[src/rtl/ks_pkg.sv]
package ks_pkg;
  localparam int IRQ_W       = 4;
  localparam int IRQ_IN_DONE = 0;
  localparam int IRQ_RESULT  = 1;
  localparam int IRQ_WR_ERR  = 2;
  localparam int IRQ_RD_ERR  = 3;

  typedef enum logic [1:0] {
    KSZ_128 = 2'd0,
    KSZ_192 = 2'd1,
    KSZ_256 = 2'd2,
    KSZ_RSV = 2'd3
  } ksz_e;
endpackage

[src/rtl/ks_writer.sv]
module ks_writer
  import ks_pkg::*;
#(
  parameter int NSLOT  = 8,
  parameter int WORD_W = 32
) (
  input  logic                     clk,
  input  logic                     rst_n,
  input  logic                     size_we,
  input  ksz_e                     size_cur,
  input  logic                     area_we,
  input  logic [NSLOT-1:0]         area_onehot,
  input  logic                     din_valid,
  input  logic [WORD_W-1:0]        din_word,
  output logic [NSLOT-1:0]         arm_clr,
  output logic                     mem_we,
  output logic [$clog2(NSLOT)-1:0] mem_slot,
  output logic [$clog2(256/WORD_W)-1:0] mem_idx,
  output logic [WORD_W-1:0]        mem_data,
  output logic                     commit_ok,
  output logic [$clog2(NSLOT)-1:0] commit_slot,
  output logic                     in_done,
  output logic                     wr_err
);
  localparam int W128  = 128 / WORD_W;
  localparam int W256  = 256 / WORD_W;
  localparam int ZW    = 64 / WORD_W;
  localparam int IW    = $clog2(NSLOT);
  localparam int CNT_W = $clog2(W256);
  localparam logic [CNT_W-1:0] LAST128 = CNT_W'(W128 - 1);
  localparam logic [CNT_W-1:0] LAST256 = CNT_W'(W256 - 1);
  localparam logic [CNT_W-1:0] ZSTART  = CNT_W'(W256 - ZW);

  logic             armed_q, armed_d;
  logic [IW-1:0]    slot_q, slot_d;
  logic [CNT_W-1:0] cnt_q, cnt_d;
  logic             bad_q, bad_d;
  logic [IW-1:0]    enc;
  logic [CNT_W-1:0] last;
  logic             bad_now;

  always_comb begin
    enc = '0;
    for (int i = 0; i < NSLOT; i++) begin
      if (area_onehot[i]) enc = IW'(i);
    end
  end

  assign last = (size_cur == KSZ_128) ? LAST128 : LAST256;
  assign bad_now = bad_q | ((size_cur == KSZ_192) && (cnt_q >= ZSTART) && (din_word != '0));

  always_comb begin
    armed_d     = armed_q;
    slot_d      = slot_q;
    cnt_d       = cnt_q;
    bad_d       = bad_q;
    arm_clr     = '0;
    mem_we      = 1'b0;
    commit_ok   = 1'b0;
    in_done     = 1'b0;
    wr_err      = 1'b0;
    if (size_we) begin
      armed_d = 1'b0;
    end else if (area_we) begin
      if ($onehot(area_onehot)) begin
        armed_d = 1'b1;
        slot_d  = enc;
        cnt_d   = '0;
        bad_d   = 1'b0;
        arm_clr = area_onehot;
      end else begin
        wr_err = 1'b1;
      end
    end else if (din_valid) begin
      if (!armed_q) begin
        wr_err = 1'b1;
      end else begin
        mem_we = 1'b1;
        if (cnt_q == last) begin
          armed_d   = 1'b0;
          in_done   = 1'b1;
          wr_err    = bad_now;
          commit_ok = !bad_now;
        end else begin
          cnt_d = cnt_q + 1'b1;
          bad_d = bad_now;
        end
      end
    end
  end

  assign mem_slot    = slot_q;
  assign mem_idx     = cnt_q;
  assign mem_data    = din_word;
  assign commit_slot = slot_q;

  always_ff @(posedge clk or negedge rst_n) begin
    if (!rst_n) begin
      armed_q <= 1'b0;
      slot_q  <= '0;
      cnt_q   <= '0;
      bad_q   <= 1'b0;
    end else begin
      armed_q <= armed_d;
      slot_q  <= slot_d;
      cnt_q   <= cnt_d;
      bad_q   <= bad_d;
    end
  end


  word_advance_chk: assert property (@(posedge clk) disable iff (!rst_n)
    (armed_q && din_valid && !size_we && !area_we && cnt_q != last)
      |=> (armed_q && cnt_q == $past(cnt_q) + 1'b1));


  size_abort_chk: assert property (@(posedge clk) disable iff (!rst_n)
    size_we |=> !armed_q);
endmodule

[src/rtl/ks_store.sv]
module ks_store
#(
  parameter int NSLOT  = 8,
  parameter int WORD_W = 32
) (
  input  logic                     clk,
  input  logic                     rst_n,
  input  logic                     size_we,
  input  logic [NSLOT-1:0]         arm_clr,
  input  logic                     inval_we,
  input  logic [$clog2(NSLOT)-1:0] inval_slot,
  input  logic                     commit_ok,
  input  logic [$clog2(NSLOT)-1:0] commit_slot,
  input  logic                     mem_we,
  input  logic [$clog2(NSLOT)-1:0] mem_slot,
  input  logic [$clog2(256/WORD_W)-1:0] mem_idx,
  input  logic [WORD_W-1:0]        mem_data,
  input  logic [$clog2(NSLOT)-1:0] rd_slot,
  input  logic [$clog2(256/WORD_W)-1:0] rd_idx,
  output logic [WORD_W-1:0]        rd_word,
  output logic [NSLOT-1:0]         map
);
  localparam int W256 = 256 / WORD_W;

  logic [WORD_W-1:0] mem_q [NSLOT][W256];
  logic [NSLOT-1:0]  map_q, map_d;

  for (genvar s = 0; s < NSLOT; s++) begin : g_slot
    for (genvar w = 0; w < W256; w++) begin : g_word
      logic ce;
      assign ce = mem_we && (mem_slot == s) && (mem_idx == w);
      always_ff @(posedge clk) begin
        if (ce) mem_q[s][w] <= mem_data;
      end
    end
  end

  assign rd_word = mem_q[rd_slot][rd_idx];

  always_comb begin
    map_d = map_q;
    if (size_we) begin
      map_d = '0;
    end else begin
      map_d = map_d & ~arm_clr;
      if (commit_ok) map_d[commit_slot] = 1'b1;
      if (inval_we)  map_d[inval_slot]  = 1'b0;
    end
  end

  always_ff @(posedge clk or negedge rst_n) begin
    if (!rst_n) map_q <= '0;
    else        map_q <= map_d;
  end

  assign map = map_q;


  size_clears_map_chk: assert property (@(posedge clk) disable iff (!rst_n)
    size_we |=> (map_q == '0));


  inval_clears_chk: assert property (@(posedge clk) disable iff (!rst_n)
    inval_we |=> !map_q[$past(inval_slot)]);
endmodule

[src/rtl/ks_reader.sv]
module ks_reader
  import ks_pkg::*;
#(
  parameter int NSLOT  = 8,
  parameter int WORD_W = 32
) (
  input  logic                     clk,
  input  logic                     rst_n,
  input  logic                     rd_we,
  input  logic [$clog2(NSLOT)-1:0] rd_slot,
  input  ksz_e                     size_cur,
  input  logic [NSLOT-1:0]         map,
  output logic                     busy,
  output logic [$clog2(NSLOT)-1:0] slot,
  output logic [$clog2(256/WORD_W)-1:0] idx,
  output logic                     rd_err
);
  localparam int W128  = 128 / WORD_W;
  localparam int W256  = 256 / WORD_W;
  localparam int IW    = $clog2(NSLOT);
  localparam int CNT_W = $clog2(W256);
  localparam logic [CNT_W-1:0] LAST128 = CNT_W'(W128 - 1);
  localparam logic [CNT_W-1:0] LAST256 = CNT_W'(W256 - 1);

  logic             busy_q, busy_d;
  logic [IW-1:0]    slot_q, slot_d;
  logic [CNT_W-1:0] cnt_q, cnt_d;
  logic [CNT_W-1:0] last_q, last_d;

  always_comb begin
    busy_d = busy_q;
    slot_d = slot_q;
    cnt_d  = cnt_q;
    last_d = last_q;
    rd_err = 1'b0;
    if (busy_q) begin
      if (cnt_q == last_q) begin
        busy_d = 1'b0;
        cnt_d  = '0;
      end else begin
        cnt_d = cnt_q + 1'b1;
      end
    end else if (rd_we) begin
      if (map[rd_slot]) begin
        busy_d = 1'b1;
        slot_d = rd_slot;
        cnt_d  = '0;
        last_d = (size_cur == KSZ_128) ? LAST128 : LAST256;
      end else begin
        rd_err = 1'b1;
      end
    end
  end

  always_ff @(posedge clk or negedge rst_n) begin
    if (!rst_n) begin
      busy_q <= 1'b0;
      slot_q <= '0;
      cnt_q  <= '0;
      last_q <= '0;
    end else begin
      busy_q <= busy_d;
      slot_q <= slot_d;
      cnt_q  <= cnt_d;
      last_q <= last_d;
    end
  end

  assign busy = busy_q;
  assign slot = slot_q;
  assign idx  = cnt_q;


  xfer_step_chk: assert property (@(posedge clk) disable iff (!rst_n)
    (busy_q && cnt_q != last_q) |=> (busy_q && cnt_q == $past(cnt_q) + 1'b1));


  busy_ignore_chk: assert property (@(posedge clk) disable iff (!rst_n)
    (busy_q && rd_we) |=> $stable(slot_q));
endmodule

[src/rtl/ks_irq.sv]
module ks_irq
  import ks_pkg::*;
(
  input  logic             clk,
  input  logic             rst_n,
  input  logic [IRQ_W-1:0] set,
  input  logic [IRQ_W-1:0] clr,
  output logic [IRQ_W-1:0] stat
);
  logic [IRQ_W-1:0] stat_q, stat_d;

  assign stat_d = (stat_q & ~clr) | set;

  always_ff @(posedge clk or negedge rst_n) begin
    if (!rst_n) stat_q <= '0;
    else        stat_q <= stat_d;
  end

  assign stat = stat_q;

  for (genvar i = 0; i < IRQ_W; i++) begin : g_chk

    set_wins_chk: assert property (@(posedge clk) disable iff (!rst_n)
      set[i] |=> stat_q[i]);
  end
endmodule

[src/rtl/key_slot_store.sv]
module key_slot_store
  import ks_pkg::*;
#(
  parameter int NSLOT  = 8,
  parameter int WORD_W = 32,
  localparam int IW    = $clog2(NSLOT),
  localparam int CNT_W = $clog2(256 / WORD_W)
) (
  input  logic              clk,
  input  logic              rst_n,
  input  logic              size_we,
  input  logic [1:0]        size_code,
  input  logic              area_we,
  input  logic [NSLOT-1:0]  area_onehot,
  input  logic              inval_we,
  input  logic [IW-1:0]     inval_slot,
  input  logic              din_valid,
  input  logic [WORD_W-1:0] din_word,
  input  logic              rd_we,
  input  logic [IW-1:0]     rd_slot,
  input  logic [3:0]        irq_clr,
  output logic [1:0]        size_q,
  output logic [NSLOT-1:0]  written_map,
  output logic              rd_busy,
  output logic [3:0]        irq_stat,
  output logic              key_we,
  output logic [CNT_W-1:0]  key_idx,
  output logic [WORD_W-1:0] key_word
);
  ksz_e              size_r;
  logic [NSLOT-1:0]  arm_clr;
  logic              mem_we;
  logic [IW-1:0]     mem_slot;
  logic [CNT_W-1:0]  mem_idx;
  logic [WORD_W-1:0] mem_data;
  logic              commit_ok;
  logic [IW-1:0]     commit_slot;
  logic              in_done;
  logic              wr_err;
  logic              rd_err;
  logic [IW-1:0]     xfer_slot;
  logic [IRQ_W-1:0]  irq_set;

  always_ff @(posedge clk or negedge rst_n) begin
    if (!rst_n)       size_r <= KSZ_128;
    else if (size_we) size_r <= ksz_e'(size_code);
  end

  ks_writer #(.NSLOT(NSLOT), .WORD_W(WORD_W)) u_writer (
    .clk(clk), .rst_n(rst_n), .size_we(size_we), .size_cur(size_r),
    .area_we(area_we), .area_onehot(area_onehot),
    .din_valid(din_valid), .din_word(din_word),
    .arm_clr(arm_clr), .mem_we(mem_we), .mem_slot(mem_slot),
    .mem_idx(mem_idx), .mem_data(mem_data), .commit_ok(commit_ok),
    .commit_slot(commit_slot), .in_done(in_done), .wr_err(wr_err)
  );

  ks_store #(.NSLOT(NSLOT), .WORD_W(WORD_W)) u_store (
    .clk(clk), .rst_n(rst_n), .size_we(size_we), .arm_clr(arm_clr),
    .inval_we(inval_we), .inval_slot(inval_slot),
    .commit_ok(commit_ok), .commit_slot(commit_slot),
    .mem_we(mem_we), .mem_slot(mem_slot), .mem_idx(mem_idx),
    .mem_data(mem_data), .rd_slot(xfer_slot), .rd_idx(key_idx),
    .rd_word(key_word), .map(written_map)
  );

  ks_reader #(.NSLOT(NSLOT), .WORD_W(WORD_W)) u_reader (
    .clk(clk), .rst_n(rst_n), .rd_we(rd_we), .rd_slot(rd_slot),
    .size_cur(size_r), .map(written_map), .busy(rd_busy),
    .slot(xfer_slot), .idx(key_idx), .rd_err(rd_err)
  );

  always_comb begin
    irq_set              = '0;
    irq_set[IRQ_IN_DONE] = in_done;
    irq_set[IRQ_RESULT]  = commit_ok;
    irq_set[IRQ_WR_ERR]  = wr_err;
    irq_set[IRQ_RD_ERR]  = rd_err;
  end

  ks_irq u_irq (
    .clk(clk), .rst_n(rst_n), .set(irq_set), .clr(irq_clr), .stat(irq_stat)
  );

  assign size_q = size_r;
  assign key_we = rd_busy;


  empty_read_chk: assert property (@(posedge clk) disable iff (!rst_n)
    (rd_we && !rd_busy && !written_map[rd_slot]) |=> (irq_stat[IRQ_RD_ERR] && !rd_busy));


  bad_select_chk: assert property (@(posedge clk) disable iff (!rst_n)
    (area_we && !size_we && !$onehot(area_onehot)) |=> irq_stat[IRQ_WR_ERR]);
endmodule

[config.mk]
export PLATFORM = sky130hd
export DESIGN_NAME = key_slot_store
export DESIGN_NICKNAME = d
export VERILOG_FILES = /design/src/rtl/ks_pkg.sv /design/src/rtl/ks_writer.sv /design/src/rtl/ks_store.sv /design/src/rtl/ks_reader.sv /design/src/rtl/ks_irq.sv /design/src/rtl/key_slot_store.sv
export SDC_FILE = /design/constraint.sdc
export NUM_CORES = 2
export LEC_CHECK = 0
export CORE_MARGIN = 2
export CORE_UTILIZATION = 45
export CTS_CLUSTER_SIZE = 30
export DETAILED_ROUTE_END_ITERATION = 16
export PLACE_DENSITY = 0.68
export SETUP_SLACK_MARGIN = 0.3
export SKIP_CTS_REPAIR_TIMING = 1
export SKIP_LAST_GASP = 1
export SLEW_MARGIN = 20
export SYNTH_ARGS = -nofsm -noshare
export SYNTH_HDL_FRONTEND = slang
export SYNTH_SLANG_ARGS = --single-unit
[constraint.sdc]
create_clock -name clk -period 7.34 [get_ports clk]
set_input_delay 1.101 -clock clk [delete_from_list [all_inputs] [get_ports clk]]
set_output_delay 1.101 -clock clk [all_outputs]
set_load 0.02 [all_outputs]
==> After elaboration in Yosys (flattened, before gate mapping) <==
Memory sizes are Yosys's and may differ from the RTL's.
Index checks and enable logic that the tools add are counted.
{ "word_totals": {"ff_bits": 32, "latchBits": 0, "ramBits": 2048, "rom_bits": 0, "inputBits": 59, "output_inout_bits": 51, "wordCells": 379, "mem_count": 1} }
{ "mem_list": {"columns": ["memory", "words", "width", "read_ports", "rd_clocked_by_memory_dff", "write_ports", "line", "text"], "rows": [
  ["u_store.mem_q", 8, 256, 1, 0, 1, "ks_store.sv:25", "logic [WORD_W-1:0] mem_q [NSLOT][W256];"]
]} }
{ "classes": {"n_addsub": 9, "multipliers": 0, "n_div": 0, "magnitude_cmp": 7, "n_eq_ne": 21, "n_shift": 0, "n_mux": 220, "n_bitwise": 12, "n_reduce_logical": 98} }
{ "ops": {"columns": ["op", "n"], "rows": [
  ["256-bit two-way mux", 7],
  ["256-bit OR reduction", 7],
  ["1-bit two-way mux", 170],
  ["8-bit two-way mux", 14],
  ["32-bit binary-select mux with 3-bit select", 1],
  ["1-bit logical AND", 76],
  ["3-bit two-way mux", 23],
  ["32-bit two-way mux", 2],
  ["32-bit nonzero test", 1],
  ["3-bit equality test (second input constant)", 8],
  ["8-bit bitwise AND", 2],
  ["8-bit inverter", 2],
  ["4-bit adder", 3],
  ["3-bit by 2-bit equality test with 1-bit output (second input constant)", 4],
  ["3-bit by 4-bit < comparator with 1-bit output (second input constant)", 3],
  ["1-bit by 1-bit adder with 2-bit output", 4],
  ["8-bit OR", 1],
  ["2-bit nonzero test", 4],
  ["3-bit by 1-bit adder with 3-bit output (second input constant)", 2],
  ["1-bit demux with 3-bit select", 2],
  ["3-bit by 1-bit equality test with 1-bit output (second input constant)", 2],
  ["3-bit equality test", 2],
  ["3-bit by 1-bit >= comparator with 1-bit output (second input constant)", 2],
  ["3-bit logical NOT", 2],
  ["20 further kinds", 23]
]} }

==> Depth between registers and ports, before layout <==
{ "depth": {"word_depth": 16, "mapped_depth": 15, "ltp_nobuf": 13} }

==> By module <==
From an unflattened synthesis, not the netlist that was laid out.
{ "unflattened": {"cells_unflattened": 3592, "area_unflattened_um2": 80206.9} }
{ "modules_own_cells": {"columns": ["module", "instances", "cells_each", "area_each_um2", "seq_area_each_um2"], "rows": [
  ["ks_store", 1, 3395, 78391.4, 61699.2],
  ["ks_writer", 1, 137, 1088.5, 200.2],
  ["ks_reader", 1, 43, 501.7, 225.2],
  ["ks_irq", 1, 12, 145.1, 100.1],
  ["key_slot_store", 1, 5, 80.1, 50.0]
]} }

==> Least setup slack after synthesis <==
No wires, ideal clock.
{ "synth_timing": {"path_type": "input port to flip-flop", "startpoint": "input area_onehot[2]", "endpoint": "register u_store.map_q[7], in the netlist u_store.map[7]", "setup_time_ns": 0.130, "arrival_time_ns": 4.378, "required_time_ns": 7.210, "path_slack_ns": 2.832, "cell_stages": 15, "path_buffers": 2, "path_cell_list": "inv_1 -> ha_1 -> inv_1 -> fa_1 -> fa_1 -> inv_1 -> ha_1 -> fa_1 -> nor4b_1 -> and3_1 -> clkbuf_1 -> clkbuf_1 -> nand2_1 -> a22oi_1 -> a211oi_1"} }
{ "synth_between": {"elab_chain_cells": 15} }
{ "synth_lines": {"columns": ["item", "line", "text"], "rows": [
  ["start, declared", "key_slot_store.sv:14", "input logic [NSLOT-1:0] area_onehot,"],
  ["1-bit by 1-bit adder with 2-bit output (implied by the code) *", "ks_writer.sv:65", "if ($onehot(area_onehot)) begin"],
  ["4-bit adder (implied by the code) * (2 in series)", "ks_writer.sv:65", null],
  ["4-bit by 1-bit equality test with 1-bit output *", "ks_writer.sv:65", null],
  ["8-bit two-way mux *", "ks_writer.sv:65", null],
  ["8-bit two-way mux *", "ks_writer.sv:64", "end else if (area_we) begin"],
  ["8-bit two-way mux *", "ks_writer.sv:62", "if (size_we) begin"],
  ["8-bit inverter *", "ks_store.sv:45", "map_d = map_d & ~arm_clr;"],
  ["8-bit bitwise AND *", "ks_store.sv:45", null],
  ["8-bit OR (no source line)", null, null],
  ["8-bit two-way mux *", "ks_store.sv:46", "if (commit_ok) map_d[commit_slot] = 1'b1;"],
  ["8-bit two-way mux *", "ks_store.sv:42", "if (size_we) begin"],
  ["8-bit bitwise AND (no source line)", null, null],
  ["8-bit two-way mux *", "ks_store.sv:47", "if (inval_we) map_d[inval_slot] = 1'b0;"],
  ["8-bit two-way mux *", "ks_store.sv:42", null],
  ["via u_store.map_d[7]", "ks_store.sv:26", "logic [NSLOT-1:0] map_q, map_d;"],
  ["end signal, assigned", "ks_store.sv:53", "else map_q <= map_d;"],
  ["end, declared", "ks_store.sv:26", null]
]} }
The timed path passes the listed nets; every way through them passes the cells marked *. The select of a mux whose other input is x is not followed.
A chain may end at the register's enable or synchronous reset.

==> Final worst setup path <==
{ "layout_timing": {"startpoint": "register u_reader.slot_q[1], in the netlist u_reader.slot[1]", "endpoint": "output key_word[7]"} }
{ "layout_between": {"elab_chain_cells": 4} }
{ "layout_lines": {"columns": ["item", "line", "text"], "rows": [
  ["start, declared", "ks_reader.sv:26", "logic [IW-1:0] slot_q, slot_d;"],
  ["start signal, assigned", "ks_reader.sv:63", "slot_q <= slot_d;"],
  ["memory read 8 x 256 bit", null, null],
  ["32-bit binary-select mux with 3-bit select", "ks_store.sv:38", "assign rd_word = mem_q[rd_slot][rd_idx];"],
  ["32-bit two-way mux (implied by the code) (2 in series)", "ks_store.sv:38", null],
  ["end, declared", "key_slot_store.sv:28", "output logic [WORD_W-1:0] key_word"]
]} }
Every way passes these cells. The select of a mux whose other input is x is not followed.

==> results.json <==
{
  "outcome": "complete, no violations",
  "timing.critical_path.slowest_cell_delay_ns": 0.82,
  "combinationalPowerShare_pct": 2.5,
  "worst_slew_margin_rel_pct": 21.5,
  "post-place-ws_ns": 1.69,
  "power_per_cell_area_nw_per_um2": 260,
  "floorplan.io_pins": 110,
  "worstSetupEndpointType": "primary output",
  "number_of_antenna_violations_at_the_first_check_in_global_routing": 10,
  "firstDrtPassIters": 5,
  "vdd.ir_drop.worst_v": 0.000193,
  "worst_pin_slew_ns": 1.17,
  "setup_total_negative_slack_ns": 0,
  "routed_wirelength_normalized_by_instance_count_microns": 32.4,
  "cp_data_arrival_time_ns": 5.22,
  "critPathMostFrequentCell": "sky130_fd_sc_hd__mux4_2",
  "post-route-min-period_ns": 6.32,
  "slowest_stage": "sky130_fd_sc_hd__dfrtp_4",
  "final_core_utilization_pct": 51.6,
  "postSynthAreaPerCell_sq_um": 23.5,
  "critical_path.n_buffers_inverters": 3,
  "routed_via_density": 6.16,
  "htreeDepth": 4,
  "power_frac_seq_pct": 55.3,
  "cts-root-buf": "sky130_fd_sc_hd__clkbuf_16",
  "floorplan.die_area_sq_um": 181000,
  "post_synth_mux_area_share_pct": 17.7,
  "area.sequential_sq_um": 62300,
  "grt_start_max_net_pins": 114,
  "cpLargestDelayFamily": "buffers and inverters",
  "finalNetCount": 3768,
  "synth_top_family_by_area": "multiplexers",
  "gr-usage-all-layers_pct": 22.2,
  "synth_top_flop_cell": "sky130_fd_sc_hd__edfxtp_1",
  "synth_compound_gate_area_share_pct": 1.52,
  "worst-endpoint-required_ns": 6.24,
  "yosysSeqAreaShare_pct": 77.7,
  "path_max_fanout": 86,
  "drtIter0Drc": 5465,
  "synth-seq-cells": 2079,
  "hold_path_class": "in2async",
  "post-dp-hpwl_microns": 117000,
  "yosysWarnings": 0,
  "slew_violations": 0,
  "chipHeight_microns": 426,
  "finClkSkew_ns": 0.0200,
  "drc_errors": 0,
  "synthSimpleGateAreaFrac_pct": 1.50,
  "highest_achievable_clock_rate_ghz": 0.158,
  "synth_xor_xnor_area_share_pct": 0.0109,
  "internal-power_mw": 18.9,
  "finalCritPeriodShare_pct": 86.1,
  "netlist_instances": 3407,
  "grt_setup_unrepaired": "false",
  "synth.distinct_cells": 58,
  "netSwitchingFraction_pct": 20.3,
  "clkLatencyLatePin_ns": 0.81,
  "multi_input_comb_area_sq_um": 17300,
  "mappedNetlistNets": 3485,
  "synth_enable_flop_cells": 2048,
  "route.antenna.remaining_nets": 0,
  "filler_cell_count": 13500,
  "cts-buffers-inserted": 202,
  "die_w_microns": 426,
  "core_area_sq_um": 176000,
  "area_growth_syn_to_layout_pct": 13.7,
  "synth.cell_area_sq_um": 80100,
  "final_layout_size_suffix_gt1_share_pct": 29.4,
  "gpl.final_weighted_congestion": 0.795,
  "path_cells": "buf_12, buf_4, mux4_2, mux4_2, o22ai_1, nor2_1, clkdlybuf4s50_1",
  "number_of_global_route_vias_before_repair": 38100,
  "cts_tree": "done",
  "cap_violations": 0,
  "cts_buffer_depth": 3,
  "power.static_leakage_nw": 27.8,
  "route.final.wire_length_microns": 201000,
  "finalHoldViolCount": 0,
  "finalWorstSetupSlack_ns": 1.02,
  "grt_pass1_wl_microns": 284000,
  "std_cell_rows": 154,
  "ys_async_sr_fraction_pct": 1.49,
  "port_buffers": 109,
  "switching_power_mw": 4.82,
  "grt_remaining_overflow": 0,
  "floorplan.initialDensity_pct": 45.4,
  "via_count": 38200,
  "clock_power_share_pct": 42.1,
  "cts.reportedPaths.clkPinSlew_ns": 0.06,
  "cp-start-kind": "register",
  "post_synth_adder_cell_area_pct": 0.334,
  "numClockSinks": 2079,
  "setup_viol_count_final": 0,
  "critical_path_class": "reg2out"
}
[routing by layer]
| layer | wire [microns] | vias up | track usage [%] |
|---|---|---|---|
| met5 | 26 | - | 0 |
| met4 | 4270 | 4 | 5.56 |
| met3 | 18300 | 285 | 4.58 |
| met2 | 98900 | 1926 | 35.9 |
| met1 | 79200 | 20800 | 31.0 |
| li1 | - | 15200 | - |
[per-stage QoR]
step / cell area (sq um) / instances / power, mW / hold WS [ns]
after global routing: 91100 / 6194 / 24.3 / 0.451
after floorplan: 80100 / 3407 / 13.5 / 0.456
final: 91100 / 6196 / 23.7 / 0.423
after global placement: 84800 / 5825 / 13.9 / 0.469
after detailed placement: 84800 / 5826 / 14.0 / 0.475
after CTS: 91100 / 6193 / 23.8 / 0.408
[cell usage after synthesis, types with 4 or more instances]
library cell | count | share of area, %
sky130_fd_sc_hd__a221o_1 | 5 | 0.062
sky130_fd_sc_hd__inv_1 | 24 | 0.11
sky130_fd_sc_hd__nor2b_1 | 13 | 0.10
sky130_fd_sc_hd__mux2i_1 | 69 | 0.86
sky130_fd_sc_hd__fa_1 | 4 | 0.10
sky130_fd_sc_hd__nor2_1 | 108 | 0.51
sky130_fd_sc_hd__and2_1 | 7 | 0.055
sky130_fd_sc_hd__a221oi_1 | 8 | 0.087
sky130_fd_sc_hd__a22oi_1 | 24 | 0.22
sky130_fd_sc_hd__mux2_2 | 11 | 0.15
sky130_fd_sc_hd__edfxtp_1 | 2048 | 77
sky130_fd_sc_hd__nor4_1 | 11 | 0.086
sky130_fd_sc_hd__o21ai_0 | 25 | 0.16
sky130_fd_sc_hd__ha_1 | 15 | 0.23
sky130_fd_sc_hd__a211oi_1 | 13 | 0.12
sky130_fd_sc_hd__buf_1 | 24 | 0.11
sky130_fd_sc_hd__mux4_2 | 592 | 17
sky130_fd_sc_hd__a22o_1 | 5 | 0.055
sky130_fd_sc_hd__buf_4 | 29 | 0.27
sky130_fd_sc_hd__a211o_1 | 4 | 0.044
sky130_fd_sc_hd__nand2_1 | 66 | 0.31
sky130_fd_sc_hd__a21oi_1 | 28 | 0.17
sky130_fd_sc_hd__buf_6 | 16 | 0.22
sky130_fd_sc_hd__and3_1 | 7 | 0.055
sky130_fd_sc_hd__o221ai_1 | 7 | 0.076
sky130_fd_sc_hd__nand2b_1 | 18 | 0.14
sky130_fd_sc_hd__buf_2 | 48 | 0.30
sky130_fd_sc_hd__nand3_1 | 11 | 0.069
sky130_fd_sc_hd__clkbuf_1 | 56 | 0.26
sky130_fd_sc_hd__dfrtp_1 | 31 | 0.97
sky130_fd_sc_hd__o22ai_1 | 28 | 0.22
sky130_fd_sc_hd__nor3_1 | 5 | 0.031
[state kept, by name, indices dropped and copies added, names as in the netlist]
name	count
u_irq.stat	4
u_writer.mem_idx	3
u_reader.last_q	2
u_writer.commit_slot	3
u_store.mem_q	2048
u_store.map	8
u_writer.bad_q	1
u_reader.busy	1
size_q	2
u_writer.armed_q	1
u_reader.idx	3
u_reader.slot	3
[power groups by stage]
stage                     sequential (mW)  combinational, mW  clock, mW
after floorplan                      13.3              0.189          0
after global placement               13.4              0.579          0
after detailed placement             13.4              0.595          0
after CTS                            13.1              0.596       10.1
after global routing                 13.1              0.640       10.6
final                                13.1              0.595       9.99
[path summary, 6_finish.rpt]
check / start / to / slack, ns / cells after the start
min in group clk: u_irq.stat[0] / u_irq.stat[0] / 0.49 / 1
setup reg to reg: u_writer.armed_q / u_store.mem_q[3][73] / 3.35 / 5
setup / recovery: u_reader.slot[1] / key_word[7] / 1.02 / 7
hold reg to reg: u_irq.stat[0] / u_irq.stat[0] / 0.49 / 1
hold / removal: rst_n / u_irq.stat[0] / 0.42 / 1
max in group asynchronous: rst_n / u_reader.slot[2] / 6.16 / 1
[final cells by class]
type,count,area share (%)
inverter,25,0.103
timing repair buffer,252,2.37
clock inverter,102,0.922
sequential,2079,68.3
clock buffer,265,6.03
tap,2340,3.21
multi-input combinational,1130,19.0
antenna,3,0.00824
[cell families after synthesis]
group	after synthesis
compound gates	177
xor+xnor	1
fa+ha+maj	19
buf+inv	198
flops	2079
mux	672
simple gates	261
[cells in the final DEF, fill, tap and decap left out, types with 40 or more instances in the layout]
cell type	instances
sky130_fd_sc_hd__edfxtp_1	2048
sky130_fd_sc_hd__clkdlybuf4s50_1	76
sky130_fd_sc_hd__mux2i_1	69
sky130_fd_sc_hd__clkinv_1	40
sky130_fd_sc_hd__clkbuf_16	209
sky130_fd_sc_hd__mux4_2	592
sky130_fd_sc_hd__nand2_1	66
sky130_fd_sc_hd__nor2_1	44
sky130_fd_sc_hd__nor2_4	64
sky130_fd_sc_hd__buf_4	130
sky130_fd_sc_hd__clkbuf_1	50
(Power assumes the default switching activity.)
